$ cat config.mk
export PLATFORM = sky130hd
export DESIGN_NAME = resmon_top
export DESIGN_NICKNAME = d
export VERILOG_FILES = /design/src/rtl/resmon_pkg.sv /design/src/rtl/resmon_classifier.sv /design/src/rtl/resmon_window_timer.sv /design/src/rtl/resmon_counter_bank.sv /design/src/rtl/resmon_top.sv
export SDC_FILE = /design/constraint.sdc
export NUM_CORES = 1
export LEC_CHECK = 0
export BUFFER_PORTS_ARGS = -buffer_cell sky130_fd_sc_hd__buf_2
export CORE_MARGIN = 4
export CORE_UTILIZATION = 64
export CTS_CLUSTER_SIZE = 24
export DETAILED_ROUTE_END_ITERATION = 12
export PLACE_DENSITY = 0.85
export SLEW_MARGIN = 20
export SYNTH_ARGS = -nofsm -noshare
export SYNTH_HDL_FRONTEND = slang
export SYNTH_SLANG_ARGS = --single-unit
$ cat constraint.sdc
create_clock -name clk -period 4.5 [get_ports clk]
set_clock_uncertainty 0.15 [all_clocks]
set_input_delay 0.45 -clock clk [delete_from_list [all_inputs] [get_ports clk]]
set_output_delay 0.45 -clock clk [all_outputs]
set_load 0.03 [all_outputs]
$ cat src/rtl/resmon_pkg.sv
package resmon_pkg;

  typedef enum logic [1:0] {
    CLS_ALL_IDLE = 2'd0,
    CLS_PARTIAL  = 2'd1,
    CLS_ALL_BUSY = 2'd2
  } act_class_e;

  localparam int NUM_CLASSES = 3;

endpackage

$ cat src/rtl/resmon_classifier.sv
module resmon_classifier
  import resmon_pkg::*;
#(
  parameter int NUM_CORES = 2
) (
  input  logic [NUM_CORES-1:0]        core_busy,
  output logic [NUM_CLASSES-1:0]      class_hot,
  output logic [(1<<NUM_CORES)-1:0]   combo_hot
);

  function automatic act_class_e classify(input logic [NUM_CORES-1:0] b);
    if (&b)       return CLS_ALL_BUSY;
    else if (~|b) return CLS_ALL_IDLE;
    else          return CLS_PARTIAL;
  endfunction

  act_class_e cls;

  always_comb begin
    cls            = classify(core_busy);
    class_hot      = '0;
    class_hot[cls] = 1'b1;
    combo_hot      = '0;
    combo_hot[core_busy] = 1'b1;
  end

endmodule

$ cat src/rtl/resmon_window_timer.sv
module resmon_window_timer #(
  parameter int WINDOW_TICKS = 25000
) (
  input  logic clk,
  input  logic rst_n,
  input  logic enable,
  output logic win_last
);

  localparam int TW = (WINDOW_TICKS > 2) ? $clog2(WINDOW_TICKS) : 1;
  localparam logic [TW-1:0] LAST_IDX = TW'(WINDOW_TICKS - 1);

  logic [TW-1:0] tick_q;

  function automatic logic [TW-1:0] advance(input logic [TW-1:0] t);
    return (t == LAST_IDX) ? '0 : t + 1'b1;
  endfunction

  always_ff @(posedge clk or negedge rst_n) begin
    if (!rst_n)      tick_q <= '0;
    else if (enable) tick_q <= advance(tick_q);
  end

  assign win_last = enable && (tick_q == LAST_IDX);

endmodule

$ cat src/rtl/resmon_counter_bank.sv
module resmon_counter_bank #(
  parameter int NUM = 3,
  parameter int CW  = 8
) (
  input  logic              clk,
  input  logic              rst_n,
  input  logic              enable,
  input  logic              win_last,
  input  logic [NUM-1:0]    inc,
  output logic [NUM*CW-1:0] snap
);

  function automatic logic [CW-1:0] bump(input logic [CW-1:0] c, input logic hit);
    return c + CW'(hit);
  endfunction

  for (genvar g = 0; g < NUM; g++) begin : g_cnt
    logic [CW-1:0] run_q;
    logic [CW-1:0] snap_q;
    logic [CW-1:0] run_nxt;

    assign run_nxt = bump(run_q, inc[g]);

    always_ff @(posedge clk or negedge rst_n) begin
      if (!rst_n) begin
        run_q  <= '0;
        snap_q <= '0;
      end else if (enable) begin
        if (win_last) begin
          snap_q <= run_nxt;
          run_q  <= '0;
        end else begin
          run_q  <= run_nxt;
        end
      end
    end

    assign snap[g*CW +: CW] = snap_q;
  end

endmodule

$ cat src/rtl/resmon_top.sv
module resmon_top
  import resmon_pkg::*;
#(
  parameter int NUM_CORES    = 2,
  parameter int WINDOW_TICKS = 25000,
  parameter int CW           = $clog2(WINDOW_TICKS + 1),
  parameter int NCOMBO       = 1 << NUM_CORES
) (
  input  logic                 clk,
  input  logic                 rst_n,
  input  logic                 enable,
  input  logic [NUM_CORES-1:0] core_busy,
  output logic                 snap_valid,
  output logic [CW-1:0]        snap_all_busy,
  output logic [CW-1:0]        snap_all_idle,
  output logic [CW-1:0]        snap_partial,
  output logic [NCOMBO*CW-1:0] snap_combo
);

  logic [NUM_CLASSES-1:0]    class_hot;
  logic [NCOMBO-1:0]         combo_hot;
  logic                      win_last;
  logic [NUM_CLASSES*CW-1:0] class_snap;
  logic                      valid_q;

  resmon_classifier #(.NUM_CORES(NUM_CORES)) u_cls (
    .core_busy (core_busy),
    .class_hot (class_hot),
    .combo_hot (combo_hot)
  );

  resmon_window_timer #(.WINDOW_TICKS(WINDOW_TICKS)) u_tmr (
    .clk      (clk),
    .rst_n    (rst_n),
    .enable   (enable),
    .win_last (win_last)
  );

  resmon_counter_bank #(.NUM(NUM_CLASSES), .CW(CW)) u_class_bank (
    .clk      (clk),
    .rst_n    (rst_n),
    .enable   (enable),
    .win_last (win_last),
    .inc      (class_hot),
    .snap     (class_snap)
  );

  resmon_counter_bank #(.NUM(NCOMBO), .CW(CW)) u_combo_bank (
    .clk      (clk),
    .rst_n    (rst_n),
    .enable   (enable),
    .win_last (win_last),
    .inc      (combo_hot),
    .snap     (snap_combo)
  );

  always_ff @(posedge clk or negedge rst_n) begin
    if (!rst_n) valid_q <= 1'b0;
    else        valid_q <= win_last;
  end

  assign snap_valid    = valid_q;
  assign snap_all_busy = class_snap[int'(CLS_ALL_BUSY)*CW +: CW];
  assign snap_all_idle = class_snap[int'(CLS_ALL_IDLE)*CW +: CW];
  assign snap_partial  = class_snap[int'(CLS_PARTIAL)*CW +: CW];

endmodule

==> results by group, run 1 <==
Min path
  – Hold Path Class: flop to flop

STA
  – Relative slew slack: 37.08%
  – Min Tclk post-route: 2.783 ns
  – Final hold violation count: 0
  – Peak Freq: 359.3 MHz
  – Worst Tran Pin Value: 0.9438 ns
  – Crit path setup slack, layout: 1.717 ns
  – Slew Limit Fails: 0
  – Setup violators final: 0
  – Ratio of final minimum period to clock period: 61.85%
  – Setup TNS: 0 ns
  – Unrepaired setup endpoints after global routing: no

Place
  – IO Port Bufs: 110
  – Routability congestion estimate from global placement: 0.8522
  – Detail Placement HPWL: 17,170 um
  – Dpl ws: 1.623 ns
  – Cell Area, Placed: 0.01213 sq mm
  – Placed cells: 1,417

Routing
  – Vias per cell: 6.334
  – # DRC: 0
  – Metal3 WL: 1585 um
  – Routed WL: 27,720 um
  – Met2 Wirelength: 13,370 um
  – Iteration-0 DRC Markers: 652
  – Met1 Routed Length: 12,060 um
  – Routed length per placed instance: 18.96 um
  – Vias: 9,261
  – Routed Antenna Nets: 0
  – DRT Pass-1 Iters: 5
  – Highest metal used: met5

Synthesis
  – Area of the mapped netlist: 0.01153 sq mm
  – Register area share after synthesis: 49.05%
  – Synth Flop Type: dfrtp_1
  – Commonest cells post-synth: dfrtp_1 (226), o21ai_0 (168), xnor2_1 (94), a21oi_1 (61), clkbuf_1 (52)
  – Post-Syn Area per Cell: 10.05 sq um
  – Area contributors post-synth: dfrtp_1 (49%), o21ai_0 (7.3%), xnor2_1 (7.1%)
  – Syn_nets: 1,173
  – Count of cell types in the netlist: 53
  – Synth async-reset ratio: 100.0%
  – Synth top area share: 49.05%
  – Post-synth EDFFs: 0
  – Synth Register Bits: 226
  – Cell with the most instances after synthesis: dfrtp_1
  – Mapped Cells: 1,147
  – Warnings from Yosys: 0
  – Post-synth top area cell: dfrtp_1

Finish
  – N_diodes: 0
  – Final core utilization: 74.25%
  – Synth-to-Final Area Change: 12.53%
  – Final Net Count: 1,246
  – Final std cells w/o fill: 1,462
  – Layout cell share with drive strength beyond 1: 17.14%
  – Final Cell Area: 0.01298 sq mm

Power and ir drop
  – LEAKAGE: 6.047 nW
  – P per Cell Area: 378.3 mW/mm^2
  – Maximum VDD drop: 0.2808 mV

Clock network
  – Clk_lat worst skew: 0.51 ns
  – CTS tree: yes
  – # H-tree levels: 1
  – CTS clock-pin slew for the worst setup and hold paths: 0.06 ns
  – Clock Path Buffers: 3
  – Post-CTS sizing: 0
  – CTS Hold Buffers Added: 1
  – Clk root buf: clkbuf_16
  – Sink Count: 226
  – Setup bufs post-CTS: 0
  – CTS Buf Count: 25

Critical path
  – CP max stage cell: buf_4
  – Crit start category: flop
  – Worst Setup End Kind: flop
  – Worst-path fanout max: 87
  – Setup CP Type: flop to flop
  – Crit-path max cell delay: 0.69 ns
  – CP required: 4.75 ns
  – Crit path cell chain: ha_1 > and4b_1 > and4_2 > buf_4 > o21ai_0 > a22o_1
  – CP arrival: 3.03 ns

GRT
  – Vias in the first global route: 9,165
  – Largest net degree at the start of global routing: 95
  – Total grt overflow: 0
  – Global-route wire length before repair: 45,490 um
  – Initial antenna violation count: 1
  – GRT Total Usage: 27.31%

Die
  – Initial Util: 65.98%
  – Core area: 0.01748 sq mm
  – Die X: 142.2 um
  – Num rows: 48
  – Full die area: 0.02023 sq mm
  – Height of the die: 142.2 um
  – # IOs: 111

Outcome
  – Status: finished, final reports clean

Flow run
  – Max Cap Violations: 0
[per-layer routing]
| metal | track usage [%] | vias to the layer above |
|---|---|---|
| met5 | 0 | - |
| met4 | 9.343 | 2 |
| met3 | 4.536 | 63 |
| met2 | 44.32 | 313 |
| met1 | 37.73 | 4619 |
| li1 | - | 4264 |
[power breakdown]
group,switching (mW),total (mW),internal [mW]
logic,0.258,0.458,0.199
registers,0.217,2.38,2.17
clock network,0.818,2.07,1.25
total,1.29,4.91,3.62
[stage by stage]
step,total power [mW],hold WS [ns]
after global routing,5.095,0.3621
after CTS,4.916,0.3412
after floorplan,2.696,0.004409
final,4.909,0.3339
after detailed placement,2.858,0.3271
after global placement,2.829,0.3136
[cells in the final DEF, fill, tap and decap left out, drive strengths merged, types with 2 or more instances in the layout]
cell type and instances:
a21o 43, a21oi 61, a22o 15, a31oi 3, and2 2, and3 10
and4 10, buf 123, bufinv 2, clkbuf 37, clkinv 5, dfrtp 226
ha 21, inv 43, mux2 41, mux2i 10, nand2 50, nand3 42
nand4 32, nor2 30, nor3 39, nor3b 21, nor4 21, nor4b 2
o21a 7, o21ai 168, o21bai 3, o2bb2ai 18, or2 3, or3 27
or4 7, xnor2 94, xor2 9
[state kept, by name, indices dropped and copies added (netlist names)]
| register | flops |
|---|---|
| u_combo_bank.g_cnt.snap_q | 60 |
| u_tmr.tick_q | 15 |
| u_class_bank.g_cnt.snap_q | 45 |
| snap_valid | 1 |
| u_combo_bank.g_cnt.run_q | 60 |
| u_class_bank.g_cnt.run_q | 45 |
[worst paths after layout]
path	startpoint	to	slack (ns)	cells past startpoint
min in group asynchronous	rst_n	snap_valid	0.37	2
max reg2reg	u_tmr.tick_q[0]	u_combo_bank.g_cnt[1].run_q[8]	1.72	6
min reg2reg	u_class_bank.g_cnt[0].snap_q[13]	u_class_bank.g_cnt[0].snap_q[13]	0.33	1
max in group asynchronous	rst_n	u_class_bank.g_cnt[0].snap_q[8]	2.65	3
min	u_class_bank.g_cnt[0].snap_q[13]	u_class_bank.g_cnt[0].snap_q[13]	0.33	1
max	u_tmr.tick_q[0]	u_combo_bank.g_cnt[1].run_q[8]	1.72	6
[kinds of logic (layout without fill, tap and decap cells)]
| group | count (synthesis) | after routing | synth area share [%] |
|---|---|---|---|
| simple gates | 302 | 302 | 14.68 |
| buf+inv | 121 | 211 | 4.568 |
| compound gates | 323 | 323 | 16.41 |
| xor+xnor | 103 | 103 | 7.823 |
| mux | 51 | 51 | 5.197 |
| flops | 226 | 226 | 49.05 |
| fa+ha+maj | 21 | 21 | 2.279 |
[critical path, delay by kind of cell, from the launching register on]
family,cells,cell delay (ns)
AOI/OAI and AO/OA,2,0.57
and+or+nand+nor,2,0.58
adders and majority gates,1,0.23
buffers and inverters,1,0.69
DFF,1,0.38
[final cells by class]
| cell class | count | area, sq um |
|---|---|---|
| multi-input cells | 800 | 5359 |
| repair buffers | 124 | 680.7 |
| flip-flops and latches | 226 | 5655 |
| fillers | 1183 | 4501 |
| clock buffers | 37 | 740.7 |
| inverters | 43 | 167.7 |
| well taps | 225 | 281.5 |
| clock inverters | 7 | 91.34 |
Note: power is estimated with default switching activity, not from simulation.
==> run 2, diff against run 1 <==
--- a/config.mk
+++ b/config.mk
@@ -7,10 +7,10 @@
 export LEC_CHECK = 0
 export BUFFER_PORTS_ARGS = -buffer_cell sky130_fd_sc_hd__buf_2
 export CORE_MARGIN = 4
-export CORE_UTILIZATION = 64
+export CORE_UTILIZATION = 54
 export CTS_CLUSTER_SIZE = 24
 export DETAILED_ROUTE_END_ITERATION = 12
-export PLACE_DENSITY = 0.85
+export PLACE_DENSITY = 0.77
 export SLEW_MARGIN = 20
 export SYNTH_ARGS = -nofsm -noshare
 export SYNTH_HDL_FRONTEND = slang
==> constraint.sdc (replaced) <==
create_clock -name clk -period 2.5 [get_ports clk]
set_clock_uncertainty 0.15 [all_clocks]
set_input_delay 0.25 -clock clk [delete_from_list [all_inputs] [get_ports clk]]
set_output_delay 0.25 -clock clk [all_outputs]
set_load 0.03 [all_outputs]
==> run 2 against run 1 <==
  * Worst hold slack got worse by 0.22 ns
  * Worst setup slack got worse by 1.6 ns
  * Highest routed layer unchanged
  * Critical path type unchanged
  * Global-route usage fell by 3.7 points
  * First-iteration DRC count fell by 4.9%
  * Power rose by 75%
  * Cell area rose by 1.8%
  * Core utilization fell by 11 points
  * Largest power group unchanged
  * Clock power rose by 67%
  * Count of clock-buffer cells in the layout did not move
==> results by group, run 2 (same netlist as run 1, synthesis figures left out) <==
Place
  – Detail Placement HPWL: 17,860 um (was 17,170 um)
  – Routability congestion estimate from global placement: 0.8593 (was 0.8522)
  – Placed cells: 1,485 (was 1,417)
  – Dpl ws: 0.08352 ns (was 1.623 ns)
  – Cell Area, Placed: 0.01243 sq mm (was 0.01213 sq mm)
  – IO Port Bufs: 110 (unchanged)

Critical path
  – Worst Setup EP: u_class_bank.g_cnt[1].snap_q[8] (was u_combo_bank.g_cnt[1].run_q[8])
  – Crit path cell chain: ha_1 > and4b_1 > and4_2 > nand2_2 > inv_8 > mux2_2 (was ha_1 > and4b_1 > and4_2 > buf_4 > o21ai_0 > a22o_1)
  – R2R Path Start: u_tmr.tick_q[0] (unchanged)
  – Crit path launch: u_tmr.tick_q[0] (unchanged)
  – Worst Setup End Kind: flop (unchanged)
  – CP required: 2.74 ns (was 4.75 ns)
  – CP max stage cell: dfrtp_1 (was buf_4)
  – Worst-path fanout max: 33 (was 87)
  – Crit-path max cell delay: 0.38 ns (was 0.69 ns)
  – Crit start category: flop (unchanged)
  – CP arrival: 2.63 ns (was 3.03 ns)
  – RR Endpoint: u_class_bank.g_cnt[1].snap_q[8] (was u_combo_bank.g_cnt[1].run_q[8])
  – Setup slack, reg-to-reg: 0.11 ns (was 1.72 ns)
  – FF-to-FF path depth: 6 (unchanged)
  – Setup CP Type: flop to flop (unchanged)

Outcome
  – Status: finished, final reports clean (unchanged)

STA
  – Setup violators final: 0 (unchanged)
  – Worst Tran Pin Value: 0.6383 ns (was 0.9438 ns)
  – Relative slew slack: 57.45% (was 37.08%)
  – Slew Limit Fails: 0 (unchanged)
  – Peak Freq: 418.1 MHz (was 359.3 MHz)
  – Final hold violation count: 0 (unchanged)
  – Setup TNS: 0 ns (unchanged)
  – Unrepaired setup endpoints after global routing: no (unchanged)
  – Ratio of final minimum period to clock period: 95.66% (was 61.85%)
  – Crit path setup slack, layout: 0.1084 ns (was 1.717 ns)
  – Worst hold slack: 0.1185 ns (was 0.3339 ns)
  – Min Tclk post-route: 2.392 ns (was 2.783 ns)

Finish
  – Layout cell share with drive strength beyond 1: 18.08% (was 17.14%)
  – Largest registers: u_combo_bank.g_cnt.run_q x60, u_combo_bank.g_cnt.snap_q x60 (unchanged)
  – Final core utilization: 62.82% (was 74.25%)
  – N_diodes: 0 (unchanged)
  – Synth-to-Final Area Change: 14.52% (was 12.53%)
  – Multi-input logic area: 0.005359 sq mm (unchanged)
  – Final std cells w/o fill: 1,525 (was 1,462)
  – Final Net Count: 1,263 (was 1,246)
  – Most common cell after layout, fill and taps aside: dfrtp_1 (unchanged)
  – Fillcell total: 1,683 (was 1,183)
  – Commonest cells after routing, fill and taps aside: dfrtp_1 (226), o21ai_0 (168), buf_2 (109) (unchanged)
  – Storage element area: 0.005655 sq mm (unchanged)
  – Final Cell Area: 0.01321 sq mm (was 0.01298 sq mm)

Die
  – Num rows: 53 (was 48)
  – Die X: 154.1 um (was 142.2 um)
  – Full die area: 0.02376 sq mm (was 0.02023 sq mm)
  – Core area: 0.02102 sq mm (was 0.01748 sq mm)
  – Height of the die: 154.1 um (was 142.2 um)
  – # IOs: 111 (unchanged)
  – Initial Util: 54.85% (was 65.98%)

Flow run
  – Max Cap Violations: 0 (unchanged)

Power and ir drop
  – Maximum VDD drop: 0.6134 mV (was 0.2808 mV)
  – Pwr Total: 8.574 mW (was 4.909 mW)
  – Internal Power: 6.323 mW (was 3.616 mW)
  – Power share of the clock group: 40.2% (was 42.1%)
  – LEAKAGE: 6.134 nW (was 6.047 nW)
  – P per Cell Area: 649.3 mW/mm^2 (was 378.3 mW/mm^2)
  – Psw: 2.251 mW (was 1.293 mW)
  – Comb pwr share: 9.8% (was 9.3%)
  – Sequential share of power: 50.0% (was 48.5%)
  – Switching share of power: 26.26% (was 26.34%)

Routing
  – Vias: 9,143 (was 9,261)
  – Routed Antenna Nets: 0 (unchanged)
  – Iteration-0 DRC Markers: 620 (was 652)
  – DRT Pass-1 Iters: 5 (unchanged)
  – Vias per cell: 5.995 (was 6.334)
  – Routed WL: 28,240 um (was 27,720 um)
  – # DRC: 0 (unchanged)
  – Routed length per placed instance: 18.51 um (was 18.96 um)

Clock network
  – CTS clock-pin slew for the worst setup and hold paths: 0.06 ns (about the same)
  – CTS Buf Count: 24 (was 25)
  – Clk root buf: clkbuf_16 (unchanged)
  – # H-tree levels: 1 (unchanged)
  – CTS tree: yes (unchanged)
  – Clock Path Buffers: 3 (unchanged)
  – Clk_lat worst skew: 0.51 ns (about the same)
  – Sink Count: 226 (unchanged)

GRT
  – Global-route wire length before repair: 46,750 um (was 45,490 um)
  – Largest net degree at the start of global routing: 105 (was 95)
  – Initial antenna violation count: 2 (was 1)
  – Vias in the first global route: 9,180 (was 9,165)
  – GRT Total Usage: 23.57% (was 27.31%)
  – Total grt overflow: 0 (unchanged)

Min path
  – Hold Startpoint: enable (was u_class_bank.g_cnt[0].snap_q[13])
  – Hold Path Class: input port to flop (was flop to flop)
-- run 2: cell types whose count changed in the layout (fill, tap and decap cells not counted), sizes merged --
cell,before,now
buf,123,141
bufinv,2,0
clkinv,5,3
inv,43,42
-- run 2: final cells by class --
cell class,instances,area share (%)
Multi-Input combinational cell,800,40.58
Tap cell,275,2.606
Sequential cell,226,42.83
Clock inverter,2,0.07580
Clock buffer,37,5.685
Timing Repair Buffer,142,6.936
Inverter,43,1.289
-- run 2: what timing repair did --
| action | 4_1_cts | 5_1_grt |
|---|---|---|
| buffers inserted | 0 | 0 |
| endpoints found under the hold margin | 72 | 0 |
| hold buffers | 1 | 0 |
| setup endpoints to repair | 0 | 8 |
| gates resized for setup | 0 | 1 |
-- run 2: worst max-delay path: cells and delay by family (launching register included) --
kind	cells	cell delay, ns
AND/OR/NAND/NOR	3	0.83
flip-flops	1	0.38
multiplexers	1	0.38
buffers and inverters	1	0.28
adder cells (fa/ha/maj)	1	0.24
-- run 2: how the worst min path moves through the flow --
| stage | endpoint | depth (start not counted) | slack (ns) |
|---|---|---|---|
| 3_5_place_dp | snap_valid | 1 | 0.12 |
| 3_3_place_gp | snap_valid | 1 | 0.12 |
| 5_1_grt | u_combo_bank.g_cnt[0].run_q[0] | 4 | 0.11 |
| 6_report | u_combo_bank.g_cnt[0].run_q[0] | 4 | 0.12 |
| 4_1_cts | u_combo_bank.g_cnt[0].run_q[0] | 4 | 0.09 |
| 2_1_floorplan | snap_valid | 0 | -0.20 |
-- run 2: power groups by stage --
| stage | Clock, mW | Combinational [mW] | Sequential, mW |
|---|---|---|---|
| after floorplan | 0 | 0.717 | 4.14 |
| after detailed placement | 0 | 0.833 | 4.33 |
| final | 3.45 | 0.844 | 4.28 |
| after global routing | 3.66 | 0.934 | 4.33 |
| after CTS | 3.51 | 0.845 | 4.27 |
| after global placement | 0 | 0.806 | 4.31 |
-- run 2: metal layers --
metal  vias up  GRT usage (%)  part of all wire, %
met5         -              0                0.092
met4         4          6.013                  2.2
met3        50          3.265                  5.2
met2       247          38.31                   48
met1      4564          33.66                   45
li1       4278              -                    -
